==> src/rtl/ps2rx_pkg.sv <==
package ps2rx_pkg;

    localparam int unsigned FRAME_BITS = 11;
    localparam int unsigned DATA_BITS  = 8;

    localparam logic [DATA_BITS-1:0] PFX_EXTENDED = 8'hE0;
    localparam logic [DATA_BITS-1:0] PFX_RELEASE  = 8'hF0;

    typedef struct packed {
        logic [DATA_BITS-1:0] code;
        logic                 released;
        logic                 extended;
    } key_event_t;

    typedef enum logic [1:0] {
        BYTE_PLAIN,
        BYTE_EXT,
        BYTE_REL
    } byte_kind_e;

    // Frame acceptance: start low, stop high, odd count of ones over data and parity
    function automatic logic frame_good(input logic                 start_b,
                                        input logic [DATA_BITS-1:0] data_b,
                                        input logic                 par_b,
                                        input logic                 stop_b);
        return (start_b == 1'b0) && (stop_b == 1'b1) && ((^{data_b, par_b}) == 1'b1);
    endfunction

    function automatic byte_kind_e classify(input logic [DATA_BITS-1:0] b);
        if (b == PFX_EXTENDED) return BYTE_EXT;
        if (b == PFX_RELEASE)  return BYTE_REL;
        return BYTE_PLAIN;
    endfunction

endpackage

==> src/rtl/ps2rx_line_sync.sv <==
module ps2rx_line_sync #(
    parameter int unsigned LINES  = 2,
    parameter int unsigned STAGES = 2
) (
    input  logic             clk,
    input  logic             rst,
    input  logic [LINES-1:0] async_i,
    output logic [LINES-1:0] sync_o
);

    for (genvar g = 0; g < LINES; g++) begin : g_line
        logic [STAGES-1:0] chain;
        always_ff @(posedge clk) begin
            if (rst) begin
                chain <= '1;
            end else begin
                chain <= {chain[STAGES-2:0], async_i[g]};
            end
        end
        assign sync_o[g] = chain[STAGES-1];
    end

endmodule

==> src/rtl/ps2rx_fall_filter.sv <==
module ps2rx_fall_filter #(
    parameter int unsigned FILT_CYCLES = 16
) (
    input  logic clk,
    input  logic rst,
    input  logic line_i,
    output logic fall_o
);

    localparam int unsigned CW = $clog2(FILT_CYCLES + 1);
    localparam logic [CW-1:0] LOW_LAST = CW'(FILT_CYCLES - 1);

    logic [CW-1:0] low_cnt;
    logic          armed;

    always_ff @(posedge clk) begin
        if (rst) begin
            low_cnt <= '0;
            armed   <= 1'b0;
            fall_o  <= 1'b0;
        end else begin
            fall_o <= 1'b0;
            if (line_i) begin
                low_cnt <= '0;
                armed   <= 1'b1;
            end else begin
                if (low_cnt != LOW_LAST) begin
                    low_cnt <= low_cnt + 1'b1;
                end
                if (armed && (low_cnt == LOW_LAST)) begin
                    fall_o <= 1'b1;
                    armed  <= 1'b0;
                end
            end
        end
    end

endmodule

==> src/rtl/ps2rx_framer.sv <==
module ps2rx_framer
    import ps2rx_pkg::*;
#(
    parameter int unsigned TIMEOUT_CYCLES = 100000
) (
    input  logic                 clk,
    input  logic                 rst,
    input  logic                 fall_i,
    input  logic                 data_i,
    output logic                 byte_stb_o,
    output logic [DATA_BITS-1:0] byte_o
);

    localparam int unsigned TW = $clog2(TIMEOUT_CYCLES + 1);
    localparam int unsigned IW = $clog2(FRAME_BITS);
    localparam logic [TW-1:0] T_LAST    = TW'(TIMEOUT_CYCLES - 1);
    localparam logic [IW-1:0] POS_PAR   = IW'(DATA_BITS + 1);
    localparam logic [IW-1:0] POS_STOP  = IW'(FRAME_BITS - 1);

    logic [IW-1:0]        pos;
    logic [DATA_BITS-1:0] shreg;
    logic                 start_q;
    logic                 par_q;
    logic [TW-1:0]        idle_cnt;

    always_ff @(posedge clk) begin
        if (rst) begin
            pos        <= '0;
            shreg      <= '0;
            start_q    <= 1'b0;
            par_q      <= 1'b0;
            idle_cnt   <= '0;
            byte_stb_o <= 1'b0;
            byte_o     <= '0;
        end else begin
            byte_stb_o <= 1'b0;
            if (fall_i) begin
                idle_cnt <= '0;
                if (pos == '0) begin
                    start_q <= data_i;
                    pos     <= pos + 1'b1;
                end else if (pos < POS_PAR) begin
                    shreg <= {data_i, shreg[DATA_BITS-1:1]};
                    pos   <= pos + 1'b1;
                end else if (pos == POS_PAR) begin
                    par_q <= data_i;
                    pos   <= POS_STOP;
                end else begin
                    pos <= '0;
                    if (frame_good(start_q, shreg, par_q, data_i)) begin
                        byte_stb_o <= 1'b1;
                        byte_o     <= shreg;
                    end
                end
            end else if (pos != '0) begin
                if (idle_cnt == T_LAST) begin
                    pos      <= '0;
                    idle_cnt <= '0;
                end else begin
                    idle_cnt <= idle_cnt + 1'b1;
                end
            end else begin
                idle_cnt <= '0;
            end
        end
    end

endmodule

==> src/rtl/ps2rx_prefix_dec.sv <==
module ps2rx_prefix_dec
    import ps2rx_pkg::*;
(
    input  logic                 clk,
    input  logic                 rst,
    input  logic                 byte_stb_i,
    input  logic [DATA_BITS-1:0] byte_i,
    output logic                 evt_stb_o,
    output key_event_t           evt_o
);

    logic       ext_pend;
    logic       rel_pend;
    byte_kind_e kind;

    always_comb begin
        kind           = classify(byte_i);
        evt_stb_o      = byte_stb_i && (kind == BYTE_PLAIN);
        evt_o.code     = byte_i;
        evt_o.released = rel_pend;
        evt_o.extended = ext_pend;
    end

    always_ff @(posedge clk) begin
        if (rst) begin
            ext_pend <= 1'b0;
            rel_pend <= 1'b0;
        end else if (byte_stb_i) begin
            unique case (kind)
                BYTE_EXT: ext_pend <= 1'b1;
                BYTE_REL: rel_pend <= 1'b1;
                default: begin
                    ext_pend <= 1'b0;
                    rel_pend <= 1'b0;
                end
            endcase
        end
    end

endmodule

==> src/rtl/ps2rx_event_reg.sv <==
module ps2rx_event_reg
    import ps2rx_pkg::*;
(
    input  logic       clk,
    input  logic       rst,
    input  logic       evt_stb_i,
    input  key_event_t evt_i,
    input  logic       rd_i,
    output logic       valid_o,
    output logic       overrun_o,
    output key_event_t held_o
);

    always_ff @(posedge clk) begin
        if (rst) begin
            valid_o   <= 1'b0;
            overrun_o <= 1'b0;
            held_o    <= '0;
        end else if (evt_stb_i) begin
            held_o  <= evt_i;
            valid_o <= 1'b1;
            if (rd_i) begin
                overrun_o <= 1'b0;
            end else if (valid_o) begin
                overrun_o <= 1'b1;
            end
        end else if (rd_i) begin
            valid_o   <= 1'b0;
            overrun_o <= 1'b0;
        end
    end

endmodule

==> src/rtl/ps2_key_rx.sv <==
module ps2_key_rx
    import ps2rx_pkg::*;
#(
    parameter int unsigned SYNC_STAGES    = 2,
    parameter int unsigned FILT_CYCLES    = 16,
    parameter int unsigned TIMEOUT_CYCLES = 100000
) (
    input  logic       clk,
    input  logic       rst,
    input  logic       ps2_clk_i,
    input  logic       ps2_data_i,
    input  logic       rd_i,
    output logic       ev_valid_o,
    output logic [7:0] ev_code_o,
    output logic       ev_released_o,
    output logic       ev_extended_o,
    output logic       ev_overrun_o
);

    localparam int unsigned LINE_CLK  = 0;
    localparam int unsigned LINE_DATA = 1;

    logic [1:0]           raw_lines;
    logic [1:0]           sync_lines;
    logic                 fall;
    logic                 byte_stb;
    logic [DATA_BITS-1:0] byte_val;
    logic                 evt_stb;
    key_event_t           evt;
    key_event_t           held;

    assign raw_lines[LINE_CLK]  = ps2_clk_i;
    assign raw_lines[LINE_DATA] = ps2_data_i;

    ps2rx_line_sync #(.LINES(2), .STAGES(SYNC_STAGES)) u_sync (
        .clk    (clk),
        .rst    (rst),
        .async_i(raw_lines),
        .sync_o (sync_lines)
    );

    ps2rx_fall_filter #(.FILT_CYCLES(FILT_CYCLES)) u_filt (
        .clk   (clk),
        .rst   (rst),
        .line_i(sync_lines[LINE_CLK]),
        .fall_o(fall)
    );

    logic data_d;
    always_ff @(posedge clk) begin
        if (rst) data_d <= 1'b1;
        else     data_d <= sync_lines[LINE_DATA];
    end

    ps2rx_framer #(.TIMEOUT_CYCLES(TIMEOUT_CYCLES)) u_framer (
        .clk       (clk),
        .rst       (rst),
        .fall_i    (fall),
        .data_i    (data_d),
        .byte_stb_o(byte_stb),
        .byte_o    (byte_val)
    );

    ps2rx_prefix_dec u_dec (
        .clk       (clk),
        .rst       (rst),
        .byte_stb_i(byte_stb),
        .byte_i    (byte_val),
        .evt_stb_o (evt_stb),
        .evt_o     (evt)
    );

    ps2rx_event_reg u_evreg (
        .clk      (clk),
        .rst      (rst),
        .evt_stb_i(evt_stb),
        .evt_i    (evt),
        .rd_i     (rd_i),
        .valid_o  (ev_valid_o),
        .overrun_o(ev_overrun_o),
        .held_o   (held)
    );

    assign ev_code_o     = held.code;
    assign ev_released_o = held.released;
    assign ev_extended_o = held.extended;

endmodule

==> config.mk <==
export PLATFORM = sky130hd
export DESIGN_NAME = ps2_key_rx
export DESIGN_NICKNAME = d
export VERILOG_FILES = /design/src/rtl/ps2rx_pkg.sv /design/src/rtl/ps2rx_line_sync.sv /design/src/rtl/ps2rx_fall_filter.sv /design/src/rtl/ps2rx_framer.sv /design/src/rtl/ps2rx_prefix_dec.sv /design/src/rtl/ps2rx_event_reg.sv /design/src/rtl/ps2_key_rx.sv
export SDC_FILE = /design/constraint.sdc
export NUM_CORES = 1
export LEC_CHECK = 0
export ABC_AREA = 0
export ABC_CLOCK_PERIOD_IN_PS = 2400
export BUFFER_PORTS_ARGS = -buffer_cell sky130_fd_sc_hd__buf_2
export CAP_MARGIN = 20
export CORE_ASPECT_RATIO = 0.9
export CORE_MARGIN = 3
export CORE_UTILIZATION = 59
export CTS_CLUSTER_DIAMETER = 200
export DETAILED_ROUTE_END_ITERATION = 7
export PLACE_DENSITY = 0.86
export SLEW_MARGIN = 15
export SYNTH_ARGS = -nofsm -noshare
export SYNTH_HDL_FRONTEND = slang
export SYNTH_SLANG_ARGS = --single-unit
==> constraint.sdc <==
create_clock -name clk -period 2.4 [get_ports clk]
set_input_delay 0 -clock clk [delete_from_list [all_inputs] [get_ports clk]]
set_output_delay 0 -clock clk [all_outputs]
set_load 0.005 [all_outputs]
==> results of run 1 <==
==> registers in the layout (all words and copies together), names as in the netlist, 4 cells and up <==
signal               flops
u_evreg.held_o          10
u_filt.low_cnt           5
u_framer.byte_o          8
u_framer.idle_cnt       17
u_framer.pos             4
u_framer.shreg           8
u_sync.g_line.chain      4
==> layout make-up <==
type / count / area [µm²] / area share (%)
clock buffer: 12 / 165 / 5.27
multi-input combinational: 224 / 1380 / 44.0
timing repair buffer: 20 / 118 / 3.75
sequential: 66 / 1320 / 42.1
clock inverter: 4 / 48.8 / 1.56
tap: 62 / 77.6 / 2.47
inverter: 7 / 26.3 / 0.838
==> kinds of logic (layout without fill, tap and decap cells) <==
kind of cell	count (synthesis)	after routing	share of synthesized area, %
simple gates	140	140	24.9
flops	66	66	47.4
compound gates	34	34	7.00
xor+xnor	25	25	7.85
buf+inv	21	43	3.18
mux	19	19	7.00
fa+ha+maj	6	6	2.69
==> timing repair <==
| action | 4_1_cts | 5_1_grt |
|---|---|---|
| buffers inserted | 0 | 0 |
| endpoints found under the hold margin | 4 | 0 |
| hold buffers | 3 | 0 |
| gates resized for setup | 0 | 0 |
==> through the flow <==
stage	power, mW	instances	util (%)
after floorplan	1.17	311	-
after global placement	1.18	376	64.0
after detailed placement	1.18	376	64.0
after CTS	2.15	395	69.4
after global routing	2.20	395	69.4
final	2.12	395	69.4
==> final timing paths <==
kind	to	startpoint	cells after the start	slack [ns]
setup / recovery	u_framer.shreg[0]	u_framer.pos[0]	7	0.44
hold / removal	u_framer.shreg[4]	rst	2	0.06
setup reg to reg	u_framer.shreg[0]	u_framer.pos[0]	7	0.44
hold reg to reg	data_d	u_sync.g_line[1].chain[1]	1	0.41
==> cells in the final DEF, fill, tap and decap left out, drive strengths merged, types with 2 or more instances in the layout <==
| master | n |
|---|---|
| nand4 | 6 |
| clkinv | 3 |
| a21oi | 21 |
| xnor2 | 15 |
| or2b | 3 |
| nand2 | 33 |
| and4 | 2 |
| nor2b | 4 |
| inv | 7 |
| or2 | 7 |
| nor4b | 2 |
| nand3b | 4 |
| o21ai | 5 |
| nor3 | 7 |
| ha | 6 |
| nand3 | 6 |
| nor2 | 43 |
| xor2 | 10 |
| buf | 17 |
| nand2b | 15 |
| clkbuf | 12 |
| dfxtp | 66 |
| and3 | 3 |
| dlygate4sd3 | 3 |
| mux2i | 18 |
==> where the power goes <==
| part | internal, mW | leakage (nW) | switching, mW |
|---|---|---|---|
| registers | 1.10 | 0.533 | 0.00717 |
| logic | 0.0224 | 0.512 | 0.0288 |
| clock network | 0.563 | 0.112 | 0.399 |
| total | 1.69 | 1.16 | 0.435 |
==> metal layers <==
layer	GRT usage, %	wire, µm	share of wire (%)	up-vias
met2	30.7	2250	47	31
met1	23.7	2240	47	944
met5	0	0	0	-
li1	-	-	-	1074
met4	6.41	63	1.3	0
met3	7.91	195	4.1	8
==> insert_results.sql, run 1 <==
INSERT INTO impl_metrics (metric_group, metric, value, unit) VALUES
('synth', 'synth_top_flop_cell', 'sky130_fd_sc_hd__dfxtp_1', ''),
('timing', 'max_freq', '0.510', 'GHz'),
('placed_design', 'place.gp.congestion', '0.825', ''),
('floorplanning', 'fp.dieArea', '0.00559', 'mm²'),
('pwr', 'power_per_cell_area', '677', 'mW/mm²'),
('clocking', 'clock_tree_from_tritoncts', 'yes', ''),
('worst_setup_path', 'crit_end_element', 'register', ''),
('placed_design', 'io_buffers', '16', ''),
('worst_setup_path', 'crit_type', 'reg -> reg', ''),
('timing', 'timing.final.crit_period', '1.96', 'ns'),
('worst_setup_path', 'cpLargestDelayFamily', 'simple AND/OR/NAND/NOR gates', ''),
('worst_setup_path', 'cpPeakStageDelay', '0.46', 'ns'),
('floorplanning', 'core_area', '0.00452', 'mm²'),
('cells_and_area', 'fin_nets', '339', ''),
('worst_setup_path', 'critical_path.most_common_cell', 'sky130_fd_sc_hd__nor2_1', ''),
('timing', 'slew_violations', '0', ''),
('worst_setup_path', 'crit_slowest_cell', 'sky130_fd_sc_hd__nand3b_1', ''),
('hold_path', 'holdCritPathClass', 'in -> reg', ''),
('global_route', 'global_route_wire_length_before_repair', '8.39', 'mm'),
('synth', 'synth_top_cells_by_area', 'sky130_fd_sc_hd__dfxtp_1, sky130_fd_sc_hd__mux2i_1, sky130_fd_sc_hd__nor2_1, sky130_fd_sc_hd__xnor2_1, sky130_fd_sc_hd__nand2_1', ''),
('timing', 'maxSlewHeadroom', '65.0', '%'),
('floorplanning', 'dieHeight', '71.2', 'µm'),
('synth', 'synth_enable_flop_cells', '0', ''),
('cells_and_area', 'drive_gt1_share', '12.9', '%'),
('drt', 'route.detailed.wl_per_inst', '12.0', 'µm'),
('drt', 'first_iter_violations', '100', ''),
('floorplanning', 'fp.dieW', '78.5', 'µm'),
('worst_setup_path', 'critPathBufInv', '1', ''),
('clocking', 'tritoncts.num_buffers', '9', ''),
('worst_setup_path', 'cp_data_arrival_time', '2.18', 'ns'),
('worst_setup_path', 'path_cells', 'inv_1, ha_1, nand2b_1, nor2_1, nand3b_1, mux2i_1, nor2_1', ''),
('cells_and_area', 'num_antenna_cells', '0', ''),
('floorplanning', 'initial_util', '61.8', '%'),
('job', 'max_cap_violations', '0', ''),
('pwr', 'power.ir.vdd_worst', '0.000792', 'V'),
('drt', 'routed_wl', '4.75', 'mm'),
('worst_setup_path', 'critPathRequiredTime', '2.61', 'ns'),
('synth', 'synth_largest_area_cell', 'sky130_fd_sc_hd__dfxtp_1', ''),
('status', 'run_status', 'completed', ''),
('synth', 'synth_cells', '311', ''),
('cells_and_area', 'design_area', '0.00314', 'mm²'),
('timing', 'hold_violations', '0', ''),
('drt', 'drt_pass1_iterations', '4', ''),
('timing', 'max_slew.worst_pin.slew', '0.523', 'ns'),
('synth', 'synth-seq-area-share', '47.4', '%'),
('global_route', 'antenna_found_initial', '0', ''),
('timing', 'fin_crit_sh', '81.7', '%'),
('drt', 'route.detailed.vias_per_inst', '5.21', ''),
('synth', 'netlist.area_leader.share', '47.4', '%'),
('placed_design', 'place.detailed.hpwl', '3.06', 'mm'),
('clocking', 'clk_latency', '0.34', 'ns'),
('synth', 'syn-num-nets', '322', ''),
('placed_design', 'dpl-instance-area', '0.00289', 'mm²'),
('floorplanning', 'top_level_ports', '17', ''),
('global_route', 'via_count_of_the_first_global_routing_pass', '1898', ''),
('synth', 'asyncSetResetFlopFracSynth', '0', '%'),
('pwr', 'power.leakage', '1.16', 'nW'),
('cells_and_area', 'num-fill-cells', '364', ''),
('placed_design', 'pre_cts_slack', '0.458', 'ns'),
('worst_setup_path', 'crit_fanout', '8', ''),
('global_route', 'track_usage', '19.2', '%'),
('worst_setup_path', 'startpoint_type', 'register', ''),
('cells_and_area', 'flow.area_growth_from_synthesis', '12.4', '%'),
('synth', 'synth_top_cells_by_count', 'sky130_fd_sc_hd__dfxtp_1, sky130_fd_sc_hd__nor2_1, sky130_fd_sc_hd__nand2_1, sky130_fd_sc_hd__a21oi_1, sky130_fd_sc_hd__mux2i_1', ''),
('timing', 'fin_setup_tns', '0', 'ns'),
('floorplanning', 'num_rows', '23', ''),
('clocking', 'root_buffer', 'sky130_fd_sc_hd__clkbuf_8', ''),
('clocking', 'tritoncts_num_sinks', '66', ''),
('drt', 'detailroute.via_count', '2057', ''),
('global_route', 'grt_max_degree', '29', ''),
('synth', 'synth_cell_type_count', '39', '');
Power figures use the tool's default switching activity.
==> run 2: changes to the inputs <==
--- a/config.mk
+++ b/config.mk
@@ -6,7 +6,7 @@
 export NUM_CORES = 1
 export LEC_CHECK = 0
 export ABC_AREA = 0
-export ABC_CLOCK_PERIOD_IN_PS = 2400
+export ABC_CLOCK_PERIOD_IN_PS = 1900
 export BUFFER_PORTS_ARGS = -buffer_cell sky130_fd_sc_hd__buf_2
 export CAP_MARGIN = 20
 export CORE_ASPECT_RATIO = 0.9
==> constraint.sdc (replaced) <==
create_clock -name clk -period 1.9 [get_ports clk]
set_input_delay 0 -clock clk [delete_from_list [all_inputs] [get_ports clk]]
set_output_delay 0 -clock clk [all_outputs]
set_load 0.005 [all_outputs]
==> insert_results.sql, run 2 (synthesized netlist as in run 1, its figures left out) <==
INSERT INTO impl_metrics (metric_group, metric, value, unit) VALUES
('status', 'run_status', 'completed', ''),
('placed_design', 'io_buffers', '16', ''),
('pwr', 'power.share.clock', '52.2', '%'),
('worst_setup_path', 'cp-endpoint', 'u_framer.byte_o[2]', ''),
('clocking', 'clock_tree_from_tritoncts', 'yes', ''),
('cells_and_area', 'fin_util', '71.6', '%'),
('pwr', 'p_switching', '0.545', 'mW'),
('global_route', 'via_count_of_the_first_global_routing_pass', '1937', ''),
('pwr', 'p_sw_share', '17.7', '%'),
('floorplanning', 'num_rows', '23', ''),
('job', 'max_cap_violations', '0', ''),
('cells_and_area', 'flow.area_growth_from_synthesis', '16.0', '%'),
('worst_setup_path', 'worst_setup_path_startpoint', 'u_framer.pos[1]', ''),
('worst_setup_path', 'cpPeakStageDelay', '0.37', 'ns'),
('floorplanning', 'initial_util', '61.8', '%'),
('worst_setup_path', 'regToRegEndpoint', 'u_framer.byte_o[2]', ''),
('global_route', 'global_route_wire_length_before_repair', '8.38', 'mm'),
('timing', 'timing.final.crit_period', '1.76', 'ns'),
('drt', 'routed_wl', '4.81', 'mm'),
('timing', 'hold_violations', '0', ''),
('cells_and_area', 'num_antenna_cells', '0', ''),
('worst_setup_path', 'setup.reg_to_reg.worst_slack', '0.14', 'ns'),
('cells_and_area', 'num-fill-cells', '327', ''),
('cells_and_area', 'design_area', '0.00324', 'mm²'),
('worst_setup_path', 'crit_slowest_cell', 'sky130_fd_sc_hd__dfxtp_1', ''),
('floorplanning', 'fp.dieArea', '0.00559', 'mm²'),
('clocking', 'max-clock-path-buffers', '2', ''),
('floorplanning', 'dieHeight', '71.2', 'µm'),
('timing', 'finalClockSkew', '0.00837', 'ns'),
('pwr', 'power.leakage', '1.20', 'nW'),
('placed_design', 'place.detailed.hpwl', '3.21', 'mm'),
('hold_path', 'holdCritPathClass', 'in -> reg', ''),
('global_route', 'grt_remaining_overflow', '0', ''),
('drt', 'route.detailed.wl_per_inst', '12.1', 'µm'),
('clocking', 'clk_latency', '0.34', 'ns'),
('pwr', 'share_comb_of_total_power', '2.2', '%'),
('worst_setup_path', 'cp_data_arrival_time', '2.03', 'ns'),
('worst_setup_path', 'path_cells', 'inv_1, ha_1, o21bai_1, nand4_1, nor2_2, mux2_4, mux2i_1', ''),
('drt', 'drt_pass1_iterations', '4', ''),
('floorplanning', 'core_area', '0.00452', 'mm²'),
('cells_and_area', 'registers.top_by_ff_count', 'u_framer.idle_cnt', ''),
('drt', 'detailroute.via_count', '2060', ''),
('global_route', 'grt_max_degree', '33', ''),
('clocking', 'tritoncts_num_sinks', '66', ''),
('cells_and_area', 'fin_nets', '342', ''),
('worst_setup_path', 'cpLargestDelayFamily', 'multiplexers', ''),
('global_route', 'track_usage', '19.3', '%'),
('clocking', 'tritoncts.num_buffers', '9', ''),
('clocking', 'h_tree_depth', '3', ''),
('timing', 'maxSlewHeadroom', '71.4', '%'),
('worst_setup_path', 'crit_end_element', 'register', ''),
('worst_setup_path', 'ff2ff_path_depth', '7', ''),
('cells_and_area', 'largestRegisters', 'u_framer.idle_cnt: 17 flops, u_evreg.held_o: 10 flops', ''),
('cells_and_area', 'largest_register_ffs', '17', ''),
('worst_setup_path', 'crit_type', 'reg -> reg', ''),
('global_route', 'antenna_found_initial', '0', ''),
('floorplanning', 'fp.dieW', '78.5', 'µm'),
('drt', 'drt.antenna.violating_nets', '0', ''),
('drt', 'route.detailed.vias_per_inst', '5.18', ''),
('pwr', 'power_per_cell_area', '952', 'mW/mm²'),
('pwr', 'internal_power', '2.54', 'mW'),
('worst_setup_path', 'crit_fanout', '8', ''),
('timing', 'slew_violations', '0', ''),
('timing', 'timing.final.setup_violations', '0', ''),
('timing', 'max_slew.worst_pin.slew', '0.429', 'ns'),
('pwr', 'power.ir.vdd_worst', '0.000712', 'V'),
('timing', 'fin_setup_tns', '0', 'ns'),
('worst_setup_path', 'startpoint_type', 'register', ''),
('cells_and_area', 'drive_gt1_share', '14.6', '%'),
('timing', 'grt_setup_unrepaired', 'true', ''),
('drt', 'first_iter_violations', '92', ''),
('worst_setup_path', 'critPathBufInv', '1', ''),
('placed_design', 'place.gp.congestion', '0.850', ''),
('pwr', 'power_frac_seq', '45.6', '%'),
('clocking', 'root_buffer', 'sky130_fd_sc_hd__clkbuf_8', ''),
('timing', 'max_freq', '0.567', 'GHz'),
('clocking', 'cts.clk_slew.worst_paths', '0.07', 'ns'),
('placed_design', 'dpl-instance-area', '0.00292', 'mm²'),
('floorplanning', 'top_level_ports', '17', ''),
('timing', 'fin_crit_sh', '92.8', '%'),
('drt', 'drt_drc_violations_left', '0', ''),
('cells_and_area', 'mostFrequentLayoutCell', 'sky130_fd_sc_hd__dfxtp_1', ''),
('worst_setup_path', 'worst_r2r_startpoint', 'u_framer.pos[1]', ''),
('worst_setup_path', 'critPathRequiredTime', '2.17', 'ns'),
('worst_setup_path', 'path_depth', '7', ''),
('cells_and_area', 'final_cell_mix', 'sky130_fd_sc_hd__dfxtp_1, sky130_fd_sc_hd__nor2_1, sky130_fd_sc_hd__nand2_1, sky130_fd_sc_hd__a21oi_1, sky130_fd_sc_hd__mux2i_1', '');
==> run 2: cell types whose count changed in the layout (fill, tap and decap cells not counted), sizes merged <==
cell,previous run,this run
buf,17,20
clkinv,3,0
bufinv,1,4
==> run 2: cell type report <==
type	instances	area, µm²	area share, %
Clock buffer	12	165	5.10
Clock inverter	4	120	3.71
Inverter	7	26.3	0.812
Multi-Input combinational cell	224	1390	42.8
Sequential cell	66	1320	40.9
Tap cell	62	77.6	2.40
Timing Repair Buffer	23	140	4.33
==> run 2: worst min-delay path by stage <==
stage / from / end / slack [ns] / cells after the start
floorplan: rd_i / u_evreg.overrun_o / 0.08 / 1
global placement: rd_i / u_evreg.overrun_o / 0.18 / 2
detailed placement: rd_i / u_evreg.overrun_o / 0.19 / 2
CTS: rst / u_framer.shreg[3] / 0.01 / 2
global route: rst / u_framer.shreg[2] / 0.04 / 2
finish: rst / u_framer.shreg[2] / 0.02 / 2
==> run 2: what timing repair did <==
action                                  in CTS  in global routing
endpoints found under the setup margin       0                 14
resized for setup                            0                  3
buffers inserted                             0                  0
hold endpoints to repair                     4                  0
hold buffers                                 3                  0
==> run 2: metal layers <==
metal	global-route usage, %	vias to the layer above	share of wire (%)
li1	-	1081	-
met1	21.9	945	47
met2	32.5	26	48
met3	7.54	8	3.4
met4	8.35	0	1.6
met5	0	-	0
==> run 2: power groups by stage <==
stage	clock, mW	sequential [mW]	combinational, mW
floorplan	0	1.43	0.0467
global placement	0	1.43	0.0596
detailed placement	0	1.43	0.0621
CTS	1.64	1.40	0.0666
global route	1.70	1.40	0.0767
finish	1.61	1.40	0.0673
==> run 2: per-stage QoR <==
stage                     setup WS (ns)  std cells  hold WS [ns]  power, mW
after floorplan                   0.223        311        0.0793       1.48
after global placement            0.243        379         0.180       1.49
after detailed placement         0.0927        379         0.189       1.50
after CTS                        0.0694        398        0.0105       3.11
after global routing           -0.00109        398        0.0372       3.18
final                             0.137        398        0.0213       3.08
==> run 2: worst register-to-register path: cells and delay by family (launching register included) <==
family	cells	cell delay (ns)
multiplexers	2	0.46
buffers and inverters	1	0.09
AND/OR/NAND/NOR	2	0.34
AO/OA/AOI/OAI	1	0.20
flip-flops	1	0.37
adder cells (fa/ha/maj)	1	0.23
==> run 3: changes to the inputs <==
--- a/config.mk
+++ b/config.mk
@@ -11,11 +11,12 @@
 export CAP_MARGIN = 20
 export CORE_ASPECT_RATIO = 0.9
 export CORE_MARGIN = 3
-export CORE_UTILIZATION = 59
+export CORE_UTILIZATION = 60
 export CTS_CLUSTER_DIAMETER = 200
 export DETAILED_ROUTE_END_ITERATION = 7
-export PLACE_DENSITY = 0.86
+export PLACE_DENSITY = 0.87
 export SLEW_MARGIN = 15
 export SYNTH_ARGS = -nofsm -noshare
 export SYNTH_HDL_FRONTEND = slang
+export SYNTH_HIERARCHICAL = 1
 export SYNTH_SLANG_ARGS = --single-unit
==> insert_results.sql, run 3 <==
INSERT INTO impl_metrics (metric_group, metric, value, unit) VALUES
('worst_setup_path', 'crit_type', 'reg -> reg', ''),
('global_route', 'global_route_wire_length_before_repair', '9.95', 'mm'),
('drt', 'first_iter_violations', '93', ''),
('status', 'violations', 'negative setup slack', ''),
('cells_and_area', 'num_antenna_cells', '0', ''),
('job', 'max_cap_violations', '0', ''),
('floorplanning', 'dieHeight', '72.8', 'µm'),
('global_route', 'via_count_of_the_first_global_routing_pass', '2162', ''),
('timing', 'fin_crit_sh', '102', '%'),
('timing', 'timing.final.crit_period', '1.93', 'ns'),
('floorplanning', 'core_area', '0.00460', 'mm²'),
('synth', 'synth_cells', '320', ''),
('cells_and_area', 'largestRegisters', 'u_framer/idle_cnt: 17 flops, u_evreg/held_o: 10 flops', ''),
('pwr', 'power_per_cell_area', '721', 'mW/mm²'),
('worst_setup_path', 'crit_end_element', 'register', ''),
('cells_and_area', 'final_cell_mix', 'sky130_fd_sc_hd__dfxtp_1, sky130_fd_sc_hd__nor2_1, sky130_fd_sc_hd__a21oi_1, sky130_fd_sc_hd__mux2i_1', ''),
('synth', 'synth_cell_type_count', '49', ''),
('timing', 'max_freq', '0.518', 'GHz'),
('cells_and_area', 'mostFrequentLayoutCell', 'sky130_fd_sc_hd__dfxtp_1', ''),
('cells_and_area', 'num-fill-cells', '323', ''),
('global_route', 'grt_max_degree', '34', ''),
('worst_setup_path', 'crit_fanout', '5', ''),
('pwr', 'power.ir.vdd_worst', '0.000561', 'V'),
('clocking', 'tritoncts_num_sinks', '66', ''),
('global_route', 'antenna_found_initial', '0', ''),
('timing', 'hold_violations', '0', ''),
('worst_setup_path', 'critPathRequiredTime', '2.16', 'ns'),
('clocking', 'tritoncts.num_buffers', '9', ''),
('placed_design', 'placed_cells', '385', ''),
('clocking', 'max-clock-path-buffers', '2', ''),
('clocking', 'clk_latency', '0.34', 'ns'),
('cells_and_area', 'fin_util', '74.3', '%'),
('status', 'run_status', 'finished, violations left', ''),
('cells_and_area', 'multi_input_comb_area', '0.00152', 'mm²'),
('drt', 'drt.antenna.violating_nets', '0', ''),
('floorplanning', 'num_rows', '23', ''),
('synth', 'synth_top_cells_by_area', 'sky130_fd_sc_hd__dfxtp_1, sky130_fd_sc_hd__mux2i_1, sky130_fd_sc_hd__nor2_1, sky130_fd_sc_hd__a21oi_1, sky130_fd_sc_hd__nand2b_1', ''),
('timing', 'fin_setup_tns', '-0.0573', 'ns'),
('drt', 'drt_drc_violations_left', '0', ''),
('cells_and_area', 'layoutNonFillerInstCount', '408', ''),
('synth', 'asyncSetResetFlopFracSynth', '0', '%'),
('hold_path', 'holdCritPathClass', 'in -> reg', ''),
('global_route', 'track_usage', '22.5', '%'),
('worst_setup_path', 'startpoint_type', 'register', ''),
('timing', 'grt_setup_unrepaired', 'true', ''),
('synth', 'synth-seq-area-share', '44.4', '%'),
('synth', 'synthesis.area_per_instance', '9.30', 'µm²'),
('cells_and_area', 'drive_gt1_share', '19.7', '%'),
('synth', 'synth_largest_area_cell', 'sky130_fd_sc_hd__dfxtp_1', ''),
('clocking', 'h_tree_depth', '3', ''),
('synth', 'synth_enable_flop_cells', '0', ''),
('drt', 'routed_wl', '5.83', 'mm'),
('floorplanning', 'initial_util', '64.6', '%'),
('synth', 'synth_top_flop_cell', 'sky130_fd_sc_hd__dfxtp_1', ''),
('synth', 'most_instantiated_library_cell_after_synthesis', 'sky130_fd_sc_hd__dfxtp_1', ''),
('timing', 'timing.final.setup_violations', '2', ''),
('cells_and_area', 'regArea', '0.00133', 'mm²'),
('floorplanning', 'fp.dieW', '80.2', 'µm'),
('placed_design', 'place.detailed.hpwl', '3.68', 'mm'),
('cells_and_area', 'largest_register_ffs', '17', ''),
('placed_design', 'place.gp.congestion', '0.833', ''),
('timing', 'max_slew.worst_pin.slew', '0.394', 'ns'),
('worst_setup_path', 'setup.reg_to_reg.worst_slack', '-0.03', 'ns'),
('synth', 'netlist.area_leader.share', '44.4', '%'),
('timing', 'finalClockSkew', '0.00715', 'ns'),
('cells_and_area', 'flow.area_growth_from_synthesis', '14.9', '%'),
('clocking', 'root_buffer', 'sky130_fd_sc_hd__clkbuf_8', ''),
('drt', 'detailroute.via_count', '2255', ''),
('cells_and_area', 'registers.top_by_ff_count', 'u_framer/idle_cnt', ''),
('global_route', 'grt_remaining_overflow', '0', ''),
('worst_setup_path', 'cp_data_arrival_time', '2.20', 'ns'),
('drt', 'route.detailed.vias_per_inst', '5.53', ''),
('placed_design', 'io_buffers', '16', ''),
('floorplanning', 'fp.dieArea', '0.00584', 'mm²'),
('clocking', 'cts.clk_slew.worst_paths', '0.06', 'ns'),
('floorplanning', 'top_level_ports', '17', ''),
('timing', 'final_critical_path_setup_slack', '-0.0317', 'ns'),
('synth', 'yosys_register_bits', '66', ''),
('synth', 'syn-num-nets', '331', ''),
('clocking', 'clock_tree_from_tritoncts', 'yes', ''),
('synth', 'synth_top_cells_by_count', 'sky130_fd_sc_hd__dfxtp_1, sky130_fd_sc_hd__nor2_1, sky130_fd_sc_hd__a21oi_1, sky130_fd_sc_hd__mux2i_1, sky130_fd_sc_hd__nand2b_1', ''),
('drt', 'drt_pass1_iterations', '4', ''),
('cells_and_area', 'fin_nets', '354', ''),
('synth', 'synthesis.area', '0.00298', 'mm²'),
('timing', 'slew_violations', '0', ''),
('pwr', 'power.leakage', '1.24', 'nW'),
('timing', 'maxSlewHeadroom', '73.7', '%'),
('timing', 'fin_hold_ws', '0.0452', 'ns'),
('synth', 'synth-warning-count', '6', ''),
('drt', 'route.detailed.wl_per_inst', '14.3', 'µm');
-- run 3: area by class of cell --
type | instances | share of cell area (%)
Timing Repair Buffer | 36 | 7.83
Clock inverter | 2 | 0.366
Inverter | 11 | 1.28
Multi-Input combinational cell | 219 | 44.5
Clock buffer | 12 | 4.83
Tap cell | 62 | 2.27
Sequential cell | 66 | 38.9
-- run 3: path summary, 6_finish.rpt --
path / cells after the start / endpoint / startpoint
max: 5 / u_framer/byte_o[5] / u_framer/shreg[0]
min: 2 / u_filt/armed / rst
max reg2reg: 5 / u_framer/byte_o[5] / u_framer/shreg[0]
min reg2reg: 1 / u_sync/g_line[1].chain[1] / u_sync/g_line[1].chain[0]
-- run 3: metrics by stage --
stage | area [µm²] | power, mW | setup slack [ns]
after floorplan | 2980 | 1.45 | 0.00462
after global placement | 3080 | 1.45 | 0.0557
after detailed placement | 3080 | 1.46 | -0.0768
after CTS | 3390 | 2.50 | -0.0658
after global routing | 3420 | 2.56 | -0.0792
final | 3420 | 2.46 | -0.0317
-- run 3: cell families (layout without fill, tap and decap cells) --
logic type                 after synthesis  in the layout  share of synthesized area [%]
and+or+nand+nor                        125            125                           23.5
DFF                                     66             66                           44.4
AOI/OAI and AO/OA                       48             48                           9.08
buffers and inverters                   35             61                           6.48
muxes                                   21             21                           7.49
xor gates and xnor gates                19             19                           6.52
adders and majority gates                6              6                           2.52
-- run 3: critical path, cell delays in order, from the launching register on --
cell                      delay, ns
sky130_fd_sc_hd__dfxtp_2       0.32
sky130_fd_sc_hd__xnor3_1       0.38
sky130_fd_sc_hd__or4bb_4       0.54
sky130_fd_sc_hd__mux2i_4       0.23
sky130_fd_sc_hd__buf_12        0.17
sky130_fd_sc_hd__mux2i_4       0.22
-- run 3: power breakdown --
group	leakage [nW]	internal (mW)	switching [mW]
clock	0.0903	0.563	0.474
combinational	0.617	0.0163	0.0195
sequential	0.536	1.39	0.00320
total	1.24	1.97	0.496
-- run 3: routing by layer --
metal | wire length (µm) | track usage, % | part of all wire [%]
met3 | 264 | 8.52 | 4.5
met4 | 89 | 7.32 | 1.5
met1 | 2620 | 27.6 | 45
met2 | 2860 | 36.7 | 49
met5 | 0 | 0 | 0
-- run 3: repair_timing --
item / 4_1_cts / 5_1_grt
resized for setup: 14 / 7
endpoints found under the hold margin: 4 / 0
cloned: 1 / 0
pin swaps: 4 / 1
buffers inserted: 4 / 1
endpoints found under the setup margin: 8 / 10
hold buffers: 3 / 0
